[config.mk]
export PLATFORM = sky130hd
export DESIGN_NAME = bprep_eval
export DESIGN_NICKNAME = d
export VERILOG_FILES = /design/src/rtl/bprep_pkg.sv /design/src/rtl/bprep_timing.sv /design/src/rtl/bprep_sweep.sv /design/src/rtl/bprep_accum.sv /design/src/rtl/bprep_eval.sv
export SDC_FILE = /design/constraint.sdc
export NUM_CORES = 1
export LEC_CHECK = 0
export ABC_CLOCK_PERIOD_IN_PS = 11100
export BUFFER_PORTS_ARGS = -buffer_cell sky130_fd_sc_hd__buf_2
export CAP_MARGIN = 20
export CORE_ASPECT_RATIO = 0.5
export CORE_MARGIN = 4
export CORE_UTILIZATION = 45
export CTS_BUF_LIST = sky130_fd_sc_hd__clkbuf_2 sky130_fd_sc_hd__clkbuf_4 sky130_fd_sc_hd__clkbuf_8
export DETAILED_ROUTE_END_ITERATION = 10
export HOLD_SLACK_MARGIN = 0.02
export PLACE_DENSITY = 0.89
export SYNTH_ARGS = -nofsm -noshare
export SYNTH_HDL_FRONTEND = slang
export SYNTH_HIERARCHICAL = 1
export SYNTH_SLANG_ARGS = --single-unit
[constraint.sdc]
create_clock -name clk -period 11.1 [get_ports clk]
set_input_delay 0.555 -clock clk [delete_from_list [all_inputs] [get_ports clk]]
set_output_delay 0.555 -clock clk [all_outputs]
set_load 0.005 [all_outputs]
[src/rtl/bprep_pkg.sv]
// Package: shared types for the bank preparation evaluator.
// Assumes nothing beyond IEEE 1800-2017 packages.
package bprep_pkg;

    // Sweep controller states
    typedef enum logic {
        SW_IDLE  = 1'b0,
        SW_SCAN  = 1'b1
    } sweep_state_e;

endpackage

[src/rtl/bprep_timing.sv]
// Module: bprep_timing
// Purpose: per-bank combinational timing arithmetic. Derives the bank's
// activate time, whether its column command meets the seamless deadline,
// and whether its activate lies at or before the hidden limit.
// Assumes: EXT_W >= TIME_W + 2 so sums of two TIME_W values never wrap.
module bprep_timing #(
    parameter int TIME_W = 12,
    parameter int EXT_W  = TIME_W + 2
) (
    input  logic              is_open,
    input  logic [TIME_W-1:0] act_ok,
    input  logic [TIME_W-1:0] pre_ok,
    input  logic [TIME_W-1:0] col_ok,
    input  logic [TIME_W-1:0] now_time,
    input  logic [TIME_W-1:0] col_deadline,
    input  logic [TIME_W-1:0] t_rp,
    input  logic [TIME_W-1:0] t_rcd,
    output logic [EXT_W-1:0]  act_at,
    output logic              seamless,
    output logic              hidden_ok
);

    logic [EXT_W-1:0] now_x, dl_x, rp_x, rcd_x;
    logic [EXT_W-1:0] act_x, pre_x, colok_x;
    logic [EXT_W-1:0] col_at, hid_lim, dl_minus;

    // Widen all operands so arithmetic is exact
    always_comb begin
        now_x   = EXT_W'(now_time);
        dl_x    = EXT_W'(col_deadline);
        rp_x    = EXT_W'(t_rp);
        rcd_x   = EXT_W'(t_rcd);
        act_x   = EXT_W'(act_ok);
        pre_x   = EXT_W'(pre_ok);
        colok_x = EXT_W'(col_ok);
    end

    // Activate time: closed banks wait on activate-allowed, open ones precharge first
    always_comb begin
        if (is_open)
            act_at = ((pre_x > now_x) ? pre_x : now_x) + rp_x;
        else
            act_at = (act_x > now_x) ? act_x : now_x;
    end

    // Earliest column time and the seamless test against the deadline
    always_comb begin
        col_at   = ((act_at + rcd_x) > colok_x) ? (act_at + rcd_x) : colok_x;
        seamless = (col_at <= dl_x);
    end

    // Hidden limit with clamp when tRCD exceeds the deadline
    always_comb begin
        dl_minus  = (dl_x >= rcd_x) ? (dl_x - rcd_x) : '0;
        hid_lim   = (dl_minus > now_x) ? dl_minus : now_x;
        hidden_ok = (act_at <= hid_lim);
    end

endmodule

[src/rtl/bprep_sweep.sv]
// Module: bprep_sweep
// Purpose: sequences a one-bank-per-cycle visit over NB banks. A start
// pulse while idle launches a scan; starts during a scan are ignored.
// done pulses for one cycle after the last bank has been stepped.
// Assumes NB >= 2.
module bprep_sweep
    import bprep_pkg::*;
#(
    parameter int NB    = 8,
    parameter int IDX_W = (NB > 1) ? $clog2(NB) : 1
) (
    input  logic             clk,
    input  logic             rst_n,
    input  logic             start,
    output logic             launch,
    output logic             step,
    output logic [IDX_W-1:0] idx,
    output logic             busy,
    output logic             done
);

    localparam logic [IDX_W-1:0] LAST_IDX = IDX_W'(NB - 1);

    sweep_state_e state;
    logic         at_last;

    // Decode launch, step and last-bank from the current state
    always_comb begin
        launch  = (state == SW_IDLE) && start;
        step    = (state == SW_SCAN);
        at_last = step && (idx == LAST_IDX);
        busy    = step;
    end

    // State, bank index and done pulse registers
    always_ff @(posedge clk) begin
        if (!rst_n) begin
            state <= SW_IDLE;
            idx   <= '0;
            done  <= 1'b0;
        end else begin
            done <= at_last;
            if (launch) begin
                state <= SW_SCAN;
                idx   <= '0;
            end else if (at_last) begin
                state <= SW_IDLE;
                idx   <= '0;
            end else if (step) begin
                idx <= idx + 1'b1;
            end
        end
    end

endmodule

[src/rtl/bprep_accum.sv]
// Module: bprep_accum
// Purpose: holds the running mask, best activate time, found-seamless flag
// and hidden flag, updating them with the one bank stepped each cycle.
// Assumes launch and step are never high together.
module bprep_accum #(
    parameter int NB    = 8,
    parameter int EXT_W = 14,
    parameter int IDX_W = (NB > 1) ? $clog2(NB) : 1
) (
    input  logic             clk,
    input  logic             rst_n,
    input  logic             launch,
    input  logic             step,
    input  logic [IDX_W-1:0] idx,
    input  logic             cur_pending,
    input  logic [EXT_W-1:0] cur_act_at,
    input  logic             cur_seamless,
    input  logic             cur_hidden_ok,
    output logic [NB-1:0]    mask,
    output logic             hidden
);

    logic [EXT_W-1:0] best;
    logic             found;
    logic             joins, wipes;
    logic [NB-1:0]    sel_bit;

    // Decide whether the current bank joins and whether it wipes the mask
    always_comb begin
        joins   = step && cur_pending &&
                  (cur_seamless || (!found && (cur_act_at <= best)));
        wipes   = !found && (cur_seamless || (cur_act_at < best));
        sel_bit = NB'(1) << idx;
    end

    // Accumulator registers
    always_ff @(posedge clk) begin
        if (!rst_n) begin
            mask   <= '0;
            best   <= '1;
            found  <= 1'b0;
            hidden <= 1'b0;
        end else if (launch) begin
            mask   <= '0;
            best   <= '1;
            found  <= 1'b0;
            hidden <= 1'b0;
        end else if (joins) begin
            mask   <= (wipes ? '0 : mask) | sel_bit;
            best   <= cur_act_at;
            found  <= found | cur_seamless;
            hidden <= cur_hidden_ok;
        end
    end

endmodule

[src/rtl/bprep_eval.sv]
// Module: bprep_eval (top)
// Purpose: earliest bank preparation evaluator. Sweeps all banks of all
// ranks, one per cycle, and returns the preferred-activate mask plus a
// flag telling whether the chosen activate can stay hidden.
// Assumes all data inputs stay stable from the start pulse until done.
module bprep_eval #(
    parameter int NUM_RANKS      = 2,
    parameter int BANKS_PER_RANK = 4,
    parameter int TIME_W         = 12,
    parameter int NB             = NUM_RANKS * BANKS_PER_RANK
) (
    input  logic                 clk,
    input  logic                 rst_n,
    input  logic                 start,
    input  logic [TIME_W-1:0]    now_time,
    input  logic [TIME_W-1:0]    col_deadline,
    input  logic [TIME_W-1:0]    t_rp,
    input  logic [TIME_W-1:0]    t_rcd,
    input  logic [NB-1:0]        bank_open,
    input  logic [NB-1:0]        pending,
    input  logic [NB*TIME_W-1:0] act_ok_at,
    input  logic [NB*TIME_W-1:0] pre_ok_at,
    input  logic [NB*TIME_W-1:0] col_ok_at,
    output logic                 busy,
    output logic                 done,
    output logic [NB-1:0]        bank_mask,
    output logic                 hidden_prep
);

    localparam int EXT_W = TIME_W + 2;
    localparam int IDX_W = (NB > 1) ? $clog2(NB) : 1;

    logic [TIME_W-1:0] act_f [NB];
    logic [TIME_W-1:0] pre_f [NB];
    logic [TIME_W-1:0] col_f [NB];

    // Unpack per-bank fields rank by rank; flat index = rank*BPR + bank
    for (genvar r = 0; r < NUM_RANKS; r++) begin : g_rank
        for (genvar b = 0; b < BANKS_PER_RANK; b++) begin : g_bank
            localparam int FI = r * BANKS_PER_RANK + b;
            assign act_f[FI] = act_ok_at[FI*TIME_W +: TIME_W];
            assign pre_f[FI] = pre_ok_at[FI*TIME_W +: TIME_W];
            assign col_f[FI] = col_ok_at[FI*TIME_W +: TIME_W];
        end
    end

    logic             launch, step;
    logic [IDX_W-1:0] idx;

    bprep_sweep #(.NB(NB), .IDX_W(IDX_W)) sweep_i (
        .clk    (clk),
        .rst_n  (rst_n),
        .start  (start),
        .launch (launch),
        .step   (step),
        .idx    (idx),
        .busy   (busy),
        .done   (done)
    );

    logic              cur_open, cur_pend;
    logic [TIME_W-1:0] cur_act, cur_pre, cur_col;

    // Select the state of the bank being visited this cycle
    always_comb begin
        cur_open = bank_open[idx];
        cur_pend = pending[idx];
        cur_act  = act_f[idx];
        cur_pre  = pre_f[idx];
        cur_col  = col_f[idx];
    end

    logic [EXT_W-1:0] cur_act_at;
    logic             cur_seamless, cur_hidden_ok;

    bprep_timing #(.TIME_W(TIME_W), .EXT_W(EXT_W)) timing_i (
        .is_open      (cur_open),
        .act_ok       (cur_act),
        .pre_ok       (cur_pre),
        .col_ok       (cur_col),
        .now_time     (now_time),
        .col_deadline (col_deadline),
        .t_rp         (t_rp),
        .t_rcd        (t_rcd),
        .act_at       (cur_act_at),
        .seamless     (cur_seamless),
        .hidden_ok    (cur_hidden_ok)
    );

    bprep_accum #(.NB(NB), .EXT_W(EXT_W), .IDX_W(IDX_W)) accum_i (
        .clk           (clk),
        .rst_n         (rst_n),
        .launch        (launch),
        .step          (step),
        .idx           (idx),
        .cur_pending   (cur_pend),
        .cur_act_at    (cur_act_at),
        .cur_seamless  (cur_seamless),
        .cur_hidden_ok (cur_hidden_ok),
        .mask          (bank_mask),
        .hidden        (hidden_prep)
    );

endmodule

==> impl_metrics.tcl <==
set metrics [dict create \
    num-nets-final 1711 \
    synth_top_area_cell "mux4_2" \
    clk_path_buf_depth 2 \
    synth.most_common_cell "ha_1" \
    cts-root-buf "clkbuf_8" \
    cp-start-kind "flip-flop" \
    cts_max_level 2 \
    syn-num-nets 1354 \
    via_per_inst 6.193 \
    synth_edf_count 0 \
    drt-total-wl_um 31680 \
    yosysUniqueCellTypes 73 \
    grt_use_total_pct 28.65 \
    synthTopCellsByCount "125 x ha_1, 82 x inv_1, 76 x mux4_2" \
    cts_sinks 29 \
    layout-drive-gt1-share_pct 45.97 \
    synth_seq_cells 29 \
    syn_area_um2 8098 \
    cpPeakStageDelay_ns 0.53 \
    grt_max_degree 35 \
    skew_ns 0.004570 \
    die_h_um 102.9 \
    tightest_slew_ns 0.7112 \
    yosysSeqAreaShare_pct 7.169 \
    period_share_pct 95.68 \
    worst-r2r-setup-slack_ns 0.48 \
    endpoint_kind "flip-flop" \
    drv_slew 0 \
    netlist_instances 871 \
    power_density_nw_per_um2 116.7 \
    drt-pass1-iter-count 8 \
    die_x_um 197.7 \
    hold_path.class "reg -> reg" \
    drc 0 \
    grt_pass1_wl_um 46320 \
    drt-initial-drc-count 966 \
    ys_async_sr_fraction_pct 0 \
    synthTopCellsByArea "mux4_2 21%, ha_1 19%, dfxtp_1 7.2%, mux2_2 7.0%, inv_1 3.8%" \
    io_buffers 365 \
    ant_nets 0 \
    yosysWarnings 6 \
    vias 9061 \
    routedWlPerCell_um 21.65 \
    grt_pass1_vias 8948 \
    final_cells 1463 \
    cp.required_ns 11.30 \
    finalHoldViolCount 0 \
    dp_hpwl_um 26720 \
    hold_depth 1 \
    status "finished clean" \
    rows 34 \
    ios 366 \
    gp_congestion 1.025 \
    cts_tree "yes" \
    start_util_pct 46.20 \
    dp.cells 1444 \
    critPathArrivalTime_ns 10.82 \
    max_freq_ghz 0.09416 \
    worst_path_max_delay_cell "a2111oi_1" \
    clk_pin_slew_ns 0.06 \
    postLayoutCoreUtil_pct 59.14 \
    slew-limit-headroom_pct 52.22 \
    dieArea_um2 20340 \
    cp_max_fo 15 \
    clock_latency_ns 0.28 \
    cts_made_buffers 5 \
    n_antenna_cell 0 \
    synth_flop_cell "dfxtp_1" \
    syn_to_final_growth_pct 28.00 \
    finalCriticalPeriod_ns 10.62 \
    syn_area_per_cell_um2 9.297 \
    leakage_uw 0.005080 \
    yosysTopAreaCellShare_pct 21.14 \
    setup_violations 0 \
    gr-total-overflow 0 \
    postCtsHoldBufs 0 \
    peakVddDrop_mv 0.06416 \
    worst-setup-path-type "reg -> reg" \
    antenna_found_initial 2 \
    r2r_cells 43 \
    core_um2 17530 \
    drv_cap 0 \
]
-- worst paths after layout --
check                                from                           end
max reg2reg   sweep_i/idx[0]$_SDFFE_PP0P_   accum_i/hidden$_SDFFE_PP0P_
max           sweep_i/idx[0]$_SDFFE_PP0P_   accum_i/hidden$_SDFFE_PP0P_
min reg2reg  accum_i/mask[6]$_SDFFE_PP0P_  accum_i/mask[6]$_SDFFE_PP0P_
min          accum_i/mask[6]$_SDFFE_PP0P_  accum_i/mask[6]$_SDFFE_PP0P_
-- cell families after synthesis --
kind of cell / synth area share [%]
XOR/XNOR: 2.920
AO/OA/AOI/OAI: 19.73
adder cells (fa/ha/maj): 20.06
AND/OR/NAND/NOR: 12.01
flip-flops: 7.169
multiplexers: 31.18
other: 0.04631
buffers and inverters: 6.891
-- cells in the final DEF, fill, tap and decap left out, types with 14 or more instances in the layout --
cell      instances
buf_2           365
ha_1            125
inv_1            82
mux4_2           76
mux2_2           50
a21oi_1          48
nand2_1          34
nor2_1           33
o21ai_0          32
nand3_1          29
buf_4            29
a21o_1           28
dfxtp_1          26
nand4_1          19
o211ai_1         19
xnor2_1          16
nor2b_1          14
-- routing by layer --
layer	routed length (um)	track usage, %	vias up
met5	31	0	-
li1	-	-	4100
met1	12590	36.96	4297
met2	14980	48.93	517
met3	2550	4.440	143
met4	1519	11.58	4
-- power by group --
group,total (uW),switching [uW],leakage [uW],internal [uW]
Combinational,979,507,0.00478,472
Clock,117,41.2,0.0000619,75.6
Sequential,114,5.28,0.000238,109
Total,1210,553,0.00508,656
-- final cells by class --
class,count,area [um2]
flip-flops and latches,29,589.3
inverters,82,307.8
multi-input cells,715,6983
clock inverters,1,30.03
clock buffers,7,90.09
repair buffers,395,2072
fillers,1436,7162
well taps,234,292.8
-- metrics by stage --
step	worst slack, ns	hold WS, ns	TNS (ns)	area, um2	total power [uW]
5_1_grt	-0.01827	0.5032	-0.02943	10360	1303
3_5_place_dp	-0.007647	0.4493	-0.01608	10120	1048
3_3_place_gp	0.6452	0.4511	0	10120	1002
4_1_cts	0.004208	0.4672	0	10250	1173
2_1_floorplan	0.8532	0.4607	0	8098	801.5
6_report	0.4798	0.4718	0	10360	1210
-- worst max-delay path: cells and delay by family (launching register included) --
| kind | cells | cell delay [ns] |
|---|---|---|
| AO/OA/AOI/OAI | 24 | 5.42 |
| XOR/XNOR | 2 | 0.36 |
| adder cells (fa/ha/maj) | 6 | 1.76 |
| buffers and inverters | 2 | 0.42 |
| flip-flops | 1 | 0.47 |
| multiplexers | 3 | 1.18 |
| AND/OR/NAND/NOR | 6 | 0.92 |
-- timing repair --
action                                  CTS  global route
endpoints found under the setup margin   14            24
buffers inserted                          0            10
pin swaps                                 0             1
gates resized for setup                   1             7
-- sequential cells by signal, indices dropped and copies added, names as in the netlist --
signal,cells
sweep_i/done,1
accum_i/mask,8
sweep_i/busy,1
accum_i/hidden,1
accum_i/found,1
accum_i/best,14
sweep_i/idx,3
(Power assumes the default switching activity.)
